==> src/rtl/bbp_pkg.sv <==
package bbp_pkg;
  typedef enum logic {PH_FILL = 1'b0, PH_EMIT = 1'b1} phase_e;

  function automatic int idx_width(input int n);
    return (n > 1) ? $clog2(n) : 1;
  endfunction
endpackage

==> src/rtl/bbp_row_buf.sv <==
module bbp_row_buf #(
  parameter int ROW_W = 16,
  parameter int DW    = 8
) (
  input  logic                clk,
  input  logic                rst_n,
  input  logic                take,
  input  logic [DW-1:0]       din,
  output logic [ROW_W*DW-1:0] row_q,
  output logic                row_done
);
  localparam int CW = bbp_pkg::idx_width(ROW_W);

  logic [CW-1:0] fill_q;

  assign row_done = take && (fill_q == CW'(ROW_W - 1));

  always_ff @(posedge clk) begin
    if (!rst_n) begin
      fill_q <= '0;
      row_q  <= '0;
    end else if (take) begin
      row_q[int'(fill_q)*DW +: DW] <= din;
      fill_q <= row_done ? '0 : fill_q + 1'b1;
    end
  end
endmodule

==> src/rtl/bbp_bank_select.sv <==
module bbp_bank_select #(
  parameter int BANK_W = 4,
  parameter int KEEP   = 2,
  parameter int DW     = 8,
  parameter int IW     = 2
) (
  input  logic [BANK_W*DW-1:0] bank_vals,
  output logic [KEEP*DW-1:0]   sel_vals,
  output logic [KEEP*IW-1:0]   sel_idx
);
  // magnitude of a two's complement value, one bit wider so -2^(DW-1) fits
  function automatic logic [DW:0] mag_of(input logic [DW-1:0] v);
    return v[DW-1] ? ({1'b0, ~v} + 1'b1) : {1'b0, v};
  endfunction

  // strict ordering: bigger magnitude first, lower index on a tie
  function automatic logic outranks(input logic [DW:0] ma, input int ia,
                                    input logic [DW:0] mb, input int ib);
    return (ma > mb) || ((ma == mb) && (ia < ib));
  endfunction

  logic [DW:0]       mags [BANK_W];
  logic [BANK_W-1:0] keep;

  always_comb begin
    for (int i = 0; i < BANK_W; i++) mags[i] = mag_of(bank_vals[i*DW +: DW]);
    for (int i = 0; i < BANK_W; i++) begin
      int rank;
      rank = 0;
      for (int j = 0; j < BANK_W; j++)
        if (j != i && outranks(mags[j], j, mags[i], i)) rank++;
      keep[i] = (rank < KEEP);
    end
  end

  always_comb begin
    int cnt;
    cnt      = 0;
    sel_vals = '0;
    sel_idx  = '0;
    for (int i = 0; i < BANK_W; i++) begin
      if (keep[i]) begin
        for (int g = 0; g < KEEP; g++) begin
          if (cnt == g) begin
            sel_vals[g*DW +: DW] = bank_vals[i*DW +: DW];
            sel_idx[g*IW +: IW]  = IW'(i);
          end
        end
        cnt++;
      end
    end
  end
endmodule

==> src/rtl/bbp_group_emit.sv <==
module bbp_group_emit #(
  parameter int KEEP = 2,
  parameter int GW   = 1
) (
  input  logic          clk,
  input  logic          rst_n,
  input  logic          row_done,
  input  logic          out_ready,
  output logic          out_valid,
  output logic          in_ready,
  output logic [GW-1:0] grp,
  output logic          last,
  output logic          grp_adv
);
  import bbp_pkg::*;

  phase_e        phase_q;
  logic [GW-1:0] grp_q;

  assign out_valid = (phase_q == PH_EMIT);
  assign in_ready  = (phase_q == PH_FILL);
  assign grp       = grp_q;
  assign last      = out_valid && (grp_q == GW'(KEEP - 1));
  assign grp_adv   = out_valid && out_ready;

  always_ff @(posedge clk) begin
    if (!rst_n) begin
      phase_q <= PH_FILL;
      grp_q   <= '0;
    end else if (phase_q == PH_FILL) begin
      if (row_done) begin
        phase_q <= PH_EMIT;
        grp_q   <= '0;
      end
    end else if (grp_adv) begin
      if (last) begin
        phase_q <= PH_FILL;
        grp_q   <= '0;
      end else begin
        grp_q <= grp_q + 1'b1;
      end
    end
  end
endmodule

==> src/rtl/bbp_top.sv <==
module bbp_top #(
  parameter int ROW_W = 16,
  parameter int NBANK = 4,
  parameter int KEEP  = 2,
  parameter int DW    = 8,
  localparam int BANK_W = ROW_W / NBANK,
  localparam int IW     = bbp_pkg::idx_width(BANK_W),
  localparam int GW     = bbp_pkg::idx_width(KEEP)
) (
  input  logic                clk,
  input  logic                rst_n,
  input  logic                in_valid,
  output logic                in_ready,
  input  logic [DW-1:0]       in_data,
  output logic                out_valid,
  input  logic                out_ready,
  output logic [NBANK*DW-1:0] out_val,
  output logic [NBANK*IW-1:0] out_idx,
  output logic [GW-1:0]       out_grp,
  output logic                out_last
);
  logic                fill_take;
  logic                row_done;
  logic                grp_adv;
  logic [ROW_W*DW-1:0] row_q;
  logic [KEEP*DW-1:0]  sel_v [NBANK];
  logic [KEEP*IW-1:0]  sel_i [NBANK];

  assign fill_take = in_valid && in_ready;

  bbp_row_buf #(.ROW_W(ROW_W), .DW(DW)) u_buf (
    .clk(clk), .rst_n(rst_n), .take(fill_take), .din(in_data),
    .row_q(row_q), .row_done(row_done)
  );

  for (genvar b = 0; b < NBANK; b++) begin : g_bank
    bbp_bank_select #(.BANK_W(BANK_W), .KEEP(KEEP), .DW(DW), .IW(IW)) u_sel (
      .bank_vals(row_q[b*BANK_W*DW +: BANK_W*DW]),
      .sel_vals(sel_v[b]), .sel_idx(sel_i[b])
    );
  end

  bbp_group_emit #(.KEEP(KEEP), .GW(GW)) u_emit (
    .clk(clk), .rst_n(rst_n), .row_done(row_done), .out_ready(out_ready),
    .out_valid(out_valid), .in_ready(in_ready), .grp(out_grp),
    .last(out_last), .grp_adv(grp_adv)
  );

  always_comb begin
    for (int b = 0; b < NBANK; b++) begin
      out_val[b*DW +: DW] = sel_v[b][int'(out_grp)*DW +: DW];
      out_idx[b*IW +: IW] = sel_i[b][int'(out_grp)*IW +: IW];
    end
  end
endmodule

==> config.mk <==
export PLATFORM = sky130hd
export DESIGN_NAME = bbp_top
export DESIGN_NICKNAME = d
export VERILOG_FILES = /design/src/rtl/bbp_pkg.sv /design/src/rtl/bbp_row_buf.sv /design/src/rtl/bbp_bank_select.sv /design/src/rtl/bbp_group_emit.sv /design/src/rtl/bbp_top.sv
export SDC_FILE = /design/constraint.sdc
export NUM_CORES = 1
export LEC_CHECK = 0
export ABC_AREA = 1
export BUFFER_PORTS_ARGS = -buffer_cell sky130_fd_sc_hd__buf_4
export CAP_MARGIN = 30
export CORE_ASPECT_RATIO = 1.75
export CORE_MARGIN = 5
export CORE_UTILIZATION = 42
export CTS_BUF_LIST = sky130_fd_sc_hd__clkbuf_4
export DETAILED_ROUTE_END_ITERATION = 12
export GPL_TIMING_DRIVEN = 0
export PLACE_DENSITY_LB_ADDON = 0.2
export SLEW_MARGIN = 20
export SYNTH_ARGS = -nofsm -noshare
export SYNTH_HDL_FRONTEND = slang
export SYNTH_SLANG_ARGS = --single-unit
export TNS_END_PERCENT = 10
==> constraint.sdc <==
create_clock -name clk -period 6.5 [get_ports clk]
set_input_delay 0.975 -clock clk [delete_from_list [all_inputs] [get_ports clk]]
set_output_delay 0.975 -clock clk [all_outputs]
set_load 0.01 [all_outputs]
; Word level (Yosys, flattened, before mapping)
; Index checks and enable logic that the tools add are counted.
[totals]
reg_bits = 134
output_inout_bits = 44
elab_cells = 396
[classes]
addsub = 59
order_cmp = 64
n_eq_ne = 38
n_shift = 10
mux = 162
bitwise = 17
reduce_logical = 42
[op_table]
columns = cell, n
row1 = adder 32 x 2 -> 32 bit (second input constant), 40
row2 = 2-to-1 mux 32 bit, 40
row3 = < comparator 32 x 3 -> 1 bit (second input constant), 16
row4 = > comparator 9 bit, 48
row5 = == test 32 x 2 -> 1 bit (second input constant), 12
row6 = logical NOT 32 bit, 12
row7 = 2-to-1 mux 8 bit, 28
row8 = == test 9 bit, 24
row9 = 2-to-1 mux 16 bit, 12
row10 = adder 8 x 1 -> 9 bit (second input constant), 16
row11 = 2-to-1 mux 9 bit, 16
row12 = bitwise mux 128 bit, 1
row13 = inverter 8 bit, 16
row14 = variable shift 8 x 33 -> 128 bit (first input constant), 1
row15 = variable part select 8 x 33 -> 128 bit, 1
row16 = variable part select 16 x 5 -> 8 bit, 4
row17 = 2-to-1 mux 1 bit, 36
row18 = 2-to-1 mux 4 bit, 9
row19 = negator 7 -> 33 bit, 1
row20 = 2-to-1 mux 2 bit, 16
row21 = logical OR 1 bit, 24
row22 = variable part select 4 x 3 -> 2 bit, 4
row23 = 2-to-1 mux 3 bit, 4
row24 = adder 4 x 1 -> 4 bit (second input constant), 1
row25 = other kinds (7), 10

; Depth between registers and ports, before layout
; Gate-level depths: netlist (run 1).
[depth]
ltp_word = 19
mapped_depth = 37
ltp_nobuf = 35

; Cells and area by module
; A second synthesis (run 1) with hierarchy kept.
[hier_totals]
cells_unflattened = 3122
area_unflattened_um2 = 18759.2
[by_module_without_submodules]
columns = mod, instances, cells_each, area_per_inst_um2
row1 = bbp_bank_select, 4, 534, 3079.2
row2 = bbp_row_buf, 1, 838, 5731.7
row3 = bbp_top, 1, 132, 611.8
row4 = bbp_group_emit, 1, 16, 98.8

; Worst setup path after synthesis (run 1)
; No wires, ideal clock.
[synth_path]
kind = flip-flop to output port
from = reg u_buf.row_q[72]
to = out out_val[23]
arrival_time_ps = 4227
slack_ps = 1298
stages_incl_launch_ff = 32
n_path_buf = 2
cell_sequence = dfxtp_1 inv_1 ha_1 nor2_1 inv_1 a22oi_1 inv_1 ha_1 nand2_1 nor2_1 a211oi_1 o211ai_1 nand3_1 a211o_1 a21boi_0 ha_1 inv_1 nand3_2 nand2_4 nand2_4 buf_12 ha_1 nand3_1 nand2_1 nand2_1 nor2_4 buf_6 nor2_1 nand2_1 nand2_1 nand2_1 nand2_1
[synth_via]
elab_chain_len = 19
word_cells_on_any_way = 57
[synth_lines]
columns = item, line_no
row1 = from (decl), bbp_row_buf.sv:9  ; output logic [ROW_W*DW-1:0] row_q,
row2 = "from (signal, indexed assignment)", bbp_row_buf.sv:23  ; row_q[int'(fill_q)*DW +: DW] <= din;
row3 = inverter 8 bit, bbp_bank_select.sv:13  ; return v[DW-1] ? ({1'b0, ~v} + 1'b1) : {1'b0, v};
row4 = adder 8 x 1 -> 9 bit, bbp_bank_select.sv:13
row5 = 2-to-1 mux 9 bit *, bbp_bank_select.sv:13
row6 = > comparator 9 bit, bbp_bank_select.sv:19  ; return (ma > mb) || ((ma == mb) && (ia < ib));
row7 = 2-to-1 mux 1 bit, bbp_bank_select.sv:31  ; if (j != i && outranks(mags[j], j, mags[i], i)) rank++;
row8 = adder 32 x 2 -> 32 bit, bbp_bank_select.sv:31
row9 = 2-to-1 mux 32 bit, bbp_bank_select.sv:31
row10 = adder 32 x 2 -> 32 bit, bbp_bank_select.sv:31
row11 = [... 3 more ...], --
row12 = adder 32 x 2 -> 32 bit (tied with other cells), bbp_bank_select.sv:49  ; cnt++;
row13 = 2-to-1 mux 32 bit / 2-to-1 mux 8 bit (equally long branches), "bbp_bank_select.sv:42, bbp_bank_select.sv:44"
row14 = adder 32 x 2 -> 32 bit (tied with other cells), bbp_bank_select.sv:49
row15 = 2-to-1 mux 32 bit / 2-to-1 mux 8 bit (equally long branches), "bbp_bank_select.sv:42, bbp_bank_select.sv:44"
row16 = == test 32 x 2 -> 1 bit (tied with other cells), bbp_bank_select.sv:44  ; if (cnt == g) begin
row17 = 2-to-1 mux 8 bit, bbp_bank_select.sv:44
row18 = 2-to-1 mux 16 bit *, bbp_bank_select.sv:42  ; if (keep[i]) begin
row19 = variable part select 16 x 5 -> 8 bit *, bbp_top.sv:51  ; out_val[b*DW +: DW] = sel_v[b][int'(out_grp)*DW +: DW];
row20 = to (decl), bbp_top.sv:17  ; output logic [NBANK*DW-1:0] out_val,
; Every way passes the cells marked *; elsewhere a longest branch is shown, timed or not.

; Worst setup path in the final report (run 1)
[layout_path]
from = reg u_buf.row_q[0]
to = out out_val[3]
; Same word-level chain as after synthesis.

==> results of run 1 <==
logic make-up (layout without fill, tap and decap cells):
| family | count (synthesis) | in the layout | synth area share |
|---|---|---|---|
| flip-flops | 134 | 134 | 0.158 |
| AND/OR/NAND/NOR | 1288 | 1288 | 0.344 |
| buffers and inverters | 506 | 622 | 0.120 |
| AO/OA/AOI/OAI | 534 | 534 | 0.170 |
| other | 2 | 49 | 0.000444 |
| adder cells (fa/ha/maj) | 246 | 246 | 0.182 |
| XOR/XNOR | 46 | 46 | 0.0251 |
flip-flops by register name, indices dropped and copies added, names as in the netlist:
signal and cells:
u_emit.grp 1, u_buf.fill_q 4, u_emit.out_valid 1, u_buf.row_q 128
worst reg2reg max path, cell delays in order, from the launching register on:
cell and delay [ns]:
dfxtp_1 0.34, buf_4 0.17, nor3_2 0.23, ha_1 0.22, inv_1 0.08, nor3_1 0.21
inv_1 0.16, nor2_1 0.12, inv_1 0.08, nor2_1 0.42, inv_1 0.26, o21ai_0 0.34
a21oi_1 0.10
layer usage:
| layer | up-vias | part of all wire | track usage |
|---|---|---|---|
| li1 | 9243 | - | - |
| met1 | 8376 | 0.36 | 0.260 |
| met2 | 523 | 0.52 | 0.513 |
| met3 | 222 | 0.030 | 0.0215 |
| met4 | 0 | 0.087 | 0.201 |
| met5 | - | 0 | 0 |
cell type report:
type | count | area share
multi-input cells | 2162 | 0.665
flip-flops and latches | 134 | 0.144
inverters | 436 | 0.0873
repair buffers | 86 | 0.0345
well taps | 495 | 0.0326
plain buffers | 68 | 0.0209
clock inverters | 15 | 0.00935
clock buffers | 17 | 0.00672
diodes | 1 | 0.000132
report_power, final:
group          leakage (nW)  internal, W  switching, W  total, W
Combinational          8.15     0.000410      0.000767   0.00118
Clock                 0.152     0.000268      0.000338  0.000606
Sequential             1.09     0.000823    0.00000725  0.000830
metrics by stage:
stage | power [W] | setup WS, ns
floorplan | 0.00163 | 1.30
global placement | 0.00192 | 0.120
detailed placement | 0.00194 | 0.0514
CTS | 0.00258 | -0.0132
global route | 0.00278 | -0.0191
finish | 0.00261 | 0.214
synth_stat cells (all sizes together), types with 23 or more instances:
| cell | number | area share |
|---|---|---|
| nand2 | 674 | 0.16 |
| inv | 433 | 0.096 |
| nor2 | 293 | 0.071 |
| a21oi | 253 | 0.075 |
| ha | 246 | 0.18 |
| o21ai | 208 | 0.062 |
| nand3 | 176 | 0.059 |
| dfxtp | 134 | 0.16 |
| nor3 | 51 | 0.016 |
| xor2 | 45 | 0.025 |
| a211oi | 36 | 0.016 |
| buf | 35 | 0.015 |
| clkbuf | 35 | 0.0078 |
| nand4 | 26 | 0.010 |
| or2 | 23 | 0.0085 |
final timing paths:
check,slack (ns),startpoint,cells past startpoint,end
max reg2reg,3.67,u_buf.fill_q[0],12,u_buf.row_q[63]
max,0.21,u_buf.row_q[0],28,out_val[3]
min,0.54,u_buf.row_q[72],2,u_buf.row_q[72]
min reg2reg,0.54,u_buf.row_q[72],2,u_buf.row_q[72]
repair_timing:
item | 4_1_cts | 5_1_grt
hold buffers | 0 | 0
cloned | 0 | 2
gates resized for setup | 35 | 85
buffers inserted | 6 | 21
endpoints found under the setup margin | 39 | 40
pin swaps | 6 | 19
==> reports/qor.yml, run 1 <==
detailed_routing:
  avgViaCountPerCell: 5.38
  ant_nets: 0
  wirelength_um: 61500
  drt-pass1-iter-count: 6
  routedWlPerCell_um: 18.0
  drt_iter0_markers: 983
  vias: 18400
  drc: 0
timing:
  fin_crit_ns: 6.29
  finalClockSkew_ns: 0.0207
  slew_violations: 0
  hold_viol: 0
  slew_headroom: 0.348
  fin_crit_sh: 0.967
  timing.hold.ws_ns: 0.536
  worst_pin_slew_ns: 0.977
  finalSetupTns_ns: 0
  setup_viol: 0
  fmax_mhz: 159
  rsz0062_at_grt: "true"
synthesis:
  yosysSeqAreaShare: 0.158
  syn_avg_cell_area_um2: 6.14
  synthCells: 2756
  netlist-cell-type-count: 65
  synth_edf_count: 0
  synth_area_mm2: 0.0169
  ys.flop_type: "dfxtp_1"
  synthArstFlopShare: 0
  ys_ff_latch: 134
  yosysWarnings: 0
place:
  placed_area_mm2: 0.0181
  placed_cells: 3354
  port_buffers: 54
  hpwlAfterDp_um: 51300
  gp_congestion: 0.991
clocking:
  clkLatencyLatePin_ns: 0.58
  numCtsBuffers: 17
  cts_tree: "done"
  clock_sinks: 134
  cts_buffer_depth: 2
  root_buffer: "clkbuf_4"
  htree_levels: 4
  clkSlewWorstSetupHoldPaths_ns: 0.12
worst_setup_path:
  crit_fanout: 11
  cp.buffers_inverters: 6
  cp.required_ns: 5.52
  startpoint_type: "flop"
  critPathMostFrequentCell: "nand2_1"
  critPathTopFamily: "simple AND/OR/NAND/NOR gates"
  end_kind: "output pin"
  crit_arrival_ns: 5.31
  cp_slowest_cell: "o21ai_1"
  worstSetupPathType: "reg -> out"
  slowest_delay_ns: 0.46
global_route:
  grt_pass1_wl_um: 93100
  grt_pass1_vias: 17600
  grt_max_degree: 17
  antenna_found_initial: 1
  grt_overflow_total: 0
  grt_usage: 0.266
outcome:
  status: "complete, no violations"
hold_path:
  hold_class: "reg -> reg"
cells_and_area:
  final_common_cell: "nand2_1"
  layout_common_cells: "622 x nand2_1, 383 x inv_1, 268 x nor2_1"
  finish.utilization: 0.476
  areaGrowthSynthToFinish_pct: 12.2
  n_fill_cell: 4230
  drive_above_1_share: 0.132
  final-seq-area_mm2: 0.00273
  multi_input_area_mm2: 0.0126
  fin_cells: 3414
  finish.instance_area_mm2: 0.0190
  final_nets: 3163
job:
  drv_cap: 0
power_and_ir_drop:
  ir_worst_vdd_mv: 0.103
  power_density_mw_per_mm2: 138
  p_leak_nw: 9.39
floorplanning:
  die_y_um: 276
  die_area_mm2: 0.0446
  coreArea_mm2: 0.0399
  ios: 56
  die_x_um: 162
  start_util: 0.424
  num_rows: 97
Power figures use the tool's default switching activity.
==> run 2: changes to the inputs <==
- RECOVER_POWER: not set -> 25
==> reports/qor.yml, run 2 (synthesized netlist as in run 1, its figures left out) <==
power_and_ir_drop:
  sequentialPowerShare: 0.318
  power_density_mw_per_mm2: 138
  power_switching_w: 0.00111
  p_int_w: 0.00150
  p_leak_nw: 9.37
  ir_worst_vdd_mv: 0.104
  pwr-share-comb: 0.450
  pwr-share-clk: 0.232
  switching_share: 0.426
clocking:
  clock_sinks: 134
  clkSlewWorstSetupHoldPaths_ns: 0.12
  cts_buffer_depth: 2
  clkLatencyLatePin_ns: 0.58
  root_buffer: "clkbuf_4"
  numCtsBuffers: 17
  htree_levels: 4
  hold_buffers: 0
  cts_tree: "done"
cells_and_area:
  layout_common_cells: "622 x nand2_1, 384 x inv_1, 269 x nor2_1"
  finish.instance_area_mm2: 0.0190
  fin_cells: 3414
  reg_top3: "u_buf.row_q (128), u_buf.fill_q (4)"
  top_register: "u_buf.row_q"
  drive_above_1_share: 0.128
  final_common_cell: "nand2_1"
  largest_register_ff_count: 128
  areaGrowthSynthToFinish_pct: 12.0
  final_nets: 3163
global_route:
  grt_usage: 0.266
  grt_overflow_total: 0
  grt_pass1_vias: 17600
  grt_max_degree: 17
  antenna_found_initial: 1
  grt_pass1_wl_um: 93100
detailed_routing:
  avgViaCountPerCell: 5.36
  met2WireLength_um: 32200
  vias: 18300
  drt_iter0_markers: 1058
  drt-pass1-iter-count: 6
  ant_nets: 0
  dr_wl_met3_um: 1580
  drc: 0
  met1_length_um: 22400
  routedWlPerCell_um: 18.0
  top_layer_used: "met4"
  wirelength_um: 61500
timing:
  hold_viol: 0
  slew_violations: 0
  rsz0062_at_grt: "true"
  worst_pin_slew_ns: 0.980
  fmax_mhz: 161
  timing.hold.ws_ns: 0.537
  fin_crit_ns: 6.21
  setup_viol: 0
  finalSetupTns_ns: 0
  fin_crit_sh: 0.955
  finalClockSkew_ns: 0.0176
  slew_headroom: 0.347
floorplanning:
  die_area_mm2: 0.0446
  num_rows: 97
  die_y_um: 276
  coreArea_mm2: 0.0399
  die_x_um: 162
  ios: 56
  start_util: 0.424
job:
  drv_cap: 0
worst_setup_path:
  cp.required_ns: 5.52
  crit_fanout: 10
  cp_slowest_cell: "dfxtp_4"
  end_kind: "output pin"
  startpoint: "u_buf.row_q[48]"
  crit_arrival_ns: 5.23
  slowest_delay_ns: 0.40
  startpoint_type: "flop"
  regToRegStartpoint: "u_buf.fill_q[0]"
  worstSetupPathType: "reg -> out"
place:
  placed_area_mm2: 0.0181
  gp_congestion: 0.991
  placed_cells: 3354
  port_buffers: 54
  hpwlAfterDp_um: 51300
outcome:
  status: "complete, no violations"
hold_path:
  hold_class: "reg -> reg"
  min_from: "u_buf.row_q[72]"
[run 2: changes by cell type in the layout (fill, tap and decap cells not counted)]
| cell | delta |
|---|---|
| buf_4 | -5 |
| buf_1 | -1 |
| nor3_2 | -2 |
| clkbuf_1 | +8 |
| inv_2 | -1 |
| inv_1 | +1 |
| nor3_1 | +2 |
| nor2_2 | -1 |
| nor2_1 | +1 |
| buf_2 | -2 |
[run 2: what timing repair did]
action / CTS / global route
endpoints found under the setup margin: 39 / 40
resized for setup: 35 / 85
pin swaps: 6 / 19
buffers inserted: 6 / 21
cloned: 0 / 2
[run 2: cell type report]
| class | count | area, µm² |
|---|---|---|
| fillers | 4235 | 21000 |
| multi-input cells | 2162 | 12600 |
| flip-flops and latches | 134 | 2730 |
| inverters | 436 | 1660 |
| repair buffers | 86 | 644 |
| well taps | 495 | 619 |
| plain buffers | 68 | 388 |
| clock inverters | 15 | 178 |
| clock buffers | 17 | 128 |
| diodes | 1 | 2.50 |
[run 2: worst max-delay path, delay by kind of cell, from the launching register on]
kind / cells / cell delay, ns
simple gates: 15 / 1.79
flops: 1 / 0.40
buf+inv: 7 / 0.65
fa+ha+maj: 4 / 1.08
compound gates: 4 / 0.75
[run 2: routing by layer]
layer	track usage	up-vias
li1	-	9255
met1	0.260	8386
met5	0	-
met4	0.201	0
met3	0.0215	214
met2	0.513	456
[run 2: path summary, 6_finish.rpt]
check	endpoint	slack, ns	depth (start not counted)
max	out_val[14]	0.29	30
min	u_buf.row_q[72]	0.54	2
max reg2reg	u_buf.row_q[58]	3.43	12
min reg2reg	u_buf.row_q[72]	0.54	2
[run 2: metrics by stage]
| stage | setup WS [ns] | total power, W | utilization |
|---|---|---|---|
| after CTS | -0.0132 | 0.00258 | 0.466 |
| final | 0.291 | 0.00261 | 0.475 |
| after floorplan | 1.30 | 0.00163 | - |
| after detailed placement | 0.0514 | 0.00194 | 0.455 |
| after global placement | 0.120 | 0.00192 | 0.454 |
| after global routing | -0.0191 | 0.00278 | 0.475 |
[run 2: power groups by stage]
stage / logic, W / clock network, W / registers (W)
global placement: 0.00106 / 0 / 0.000852
detailed placement: 0.00109 / 0 / 0.000852
floorplan: 0.000784 / 0 / 0.000849
CTS: 0.00112 / 0.000620 / 0.000833
global route: 0.00130 / 0.000650 / 0.000831
finish: 0.00118 / 0.000605 / 0.000830
==> run 3: changes to the inputs <==
- RECOVER_POWER: 25 -> 100
==> reports/qor.yml, run 3 (synthesized netlist as in run 1, its figures left out) <==
outcome:
  status: "complete, no violations"
clocking:
  cts_buffer_depth: 2
  hold_buffers: 0
  clkSlewWorstSetupHoldPaths_ns: 0.12
  numCtsBuffers: 17
  clock_sinks: 134
  root_buffer: "clkbuf_4"
  clkLatencyLatePin_ns: 0.57
  cts_tree: "done"
  htree_levels: 4
floorplanning:
  die_x_um: 162
  die_y_um: 276
  die_area_mm2: 0.0446
  coreArea_mm2: 0.0399
  num_rows: 97
  ios: 56
  start_util: 0.424
timing:
  rsz0062_at_grt: "true"
  finalClockSkew_ns: 0.0182
  fmax_mhz: 161
  fin_crit_sh: 0.955
  worst_pin_slew_ns: 0.980
  fin_crit_ns: 6.21
  hold_viol: 0
  slew_headroom: 0.346
  timing.hold.ws_ns: 0.536
  setup_viol: 0
  slew_violations: 0
  fin_ws_ns: 0.293
global_route:
  grt_max_degree: 17
  grt_pass1_wl_um: 93100
  grt_overflow_total: 0
  grt_pass1_vias: 17600
  antenna_found_initial: 1
  grt_usage: 0.266
place:
  port_buffers: 54
  placed_cells: 3354
  hpwlAfterDp_um: 51300
  place_ws_ns: 0.0514
  gp_congestion: 0.991
  placed_area_mm2: 0.0181
cells_and_area:
  top_register: "u_buf.row_q"
  fin_cells: 3414
  layout_common_cells: "622 x nand2_1, 384 x inv_1, 269 x nor2_1"
  largest_register_ff_count: 128
  areaGrowthSynthToFinish_pct: 11.9
  drive_above_1_share: 0.126
  final_common_cell: "nand2_1"
  finish.instance_area_mm2: 0.0190
  final_nets: 3163
  reg_top3: "u_buf.row_q (128), u_buf.fill_q (4)"
  n_fill_cell: 4238
detailed_routing:
  wirelength_um: 61500
  ant_nets: 0
  drt_iter0_markers: 1050
  drt-pass1-iter-count: 8
  vias: 18300
  avgViaCountPerCell: 5.37
  routedWlPerCell_um: 18.0
  drc: 0
power_and_ir_drop:
  p_int_w: 0.00150
  ir_worst_vdd_mv: 0.103
  sequentialPowerShare: 0.318
  p_leak_nw: 9.36
  pwr-share-clk: 0.232
  power_density_mw_per_mm2: 138
  pwr-share-comb: 0.451
  power_switching_w: 0.00111
  switching_share: 0.426
worst_setup_path:
  crit_arrival_ns: 5.23
  startpoint_type: "flop"
  slowest_delay_ns: 0.40
  worstSetupPathType: "reg -> out"
  cp_slowest_cell: "dfxtp_4"
  cp.required_ns: 5.52
  crit_fanout: 10
  end_kind: "output pin"
job:
  drv_cap: 0
hold_path:
  hold_class: "reg -> reg"
run 3: worst paths after layout:
path,start,endpoint,slack (ns),cells after the start
max,u_buf.row_q[48],out_val[14],0.29,30
max reg2reg,u_buf.fill_q[0],u_buf.row_q[58],3.42,12
min,u_buf.row_q[72],u_buf.row_q[72],0.54,2
min reg2reg,u_buf.row_q[72],u_buf.row_q[72],0.54,2
run 3: layout make-up:
type	count	area (µm²)	area share
multi-input combinational	2162	12600	0.665
sequential	134	2730	0.144
inverter	436	1660	0.0875
timing repair buffer	86	641	0.0338
tap	495	619	0.0327
buffer	68	383	0.0202
clock inverter	15	178	0.00938
clock buffer	17	128	0.00673
antenna	1	2.50	0.000132
run 3: what timing repair did:
| action | 4_1_cts | 5_1_grt |
|---|---|---|
| endpoints found under the setup margin | 39 | 40 |
| pin swaps | 6 | 19 |
| gates resized for setup | 35 | 85 |
| setup buffers | 6 | 21 |
| gates cloned | 0 | 2 |
run 3: routing by layer:
metal | share of wire | vias to the layer above | GRT usage | wire, µm
met5 | 0 | - | 0 | 0
met4 | 0.087 | 0 | 0.201 | 5360
met3 | 0.027 | 220 | 0.0215 | 1680
met2 | 0.52 | 477 | 0.513 | 32100
met1 | 0.36 | 8395 | 0.260 | 22300
li1 | - | 9251 | - | -
run 3: power by group through the flow:
stage	clock network, W	registers, W	logic (W)
after floorplan	0	0.000849	0.000784
after global placement	0	0.000852	0.00106
after detailed placement	0	0.000852	0.00109
after CTS	0.000620	0.000833	0.00112
after global routing	0.000650	0.000831	0.00130
final	0.000604	0.000830	0.00118
run 3: through the flow:
stage / setup TNS (ns) / utilization / power, W
finish: 0 / 0.475 / 0.00261
global route: -0.0391 / 0.475 / 0.00278
CTS: -0.0132 / 0.466 / 0.00258
detailed placement: 0 / 0.455 / 0.00194
global placement: 0 / 0.454 / 0.00192
floorplan: 0 / - / 0.00163
run 3: critical path: cells and delay by family, from the launching register on:
family                   cells  cell delay (ns)
flip-flops                   1             0.40
adder cells (fa/ha/maj)      4             1.08
AND/OR/NAND/NOR             15             1.79
buffers and inverters        7             0.65
AO/OA/AOI/OAI                4             0.75
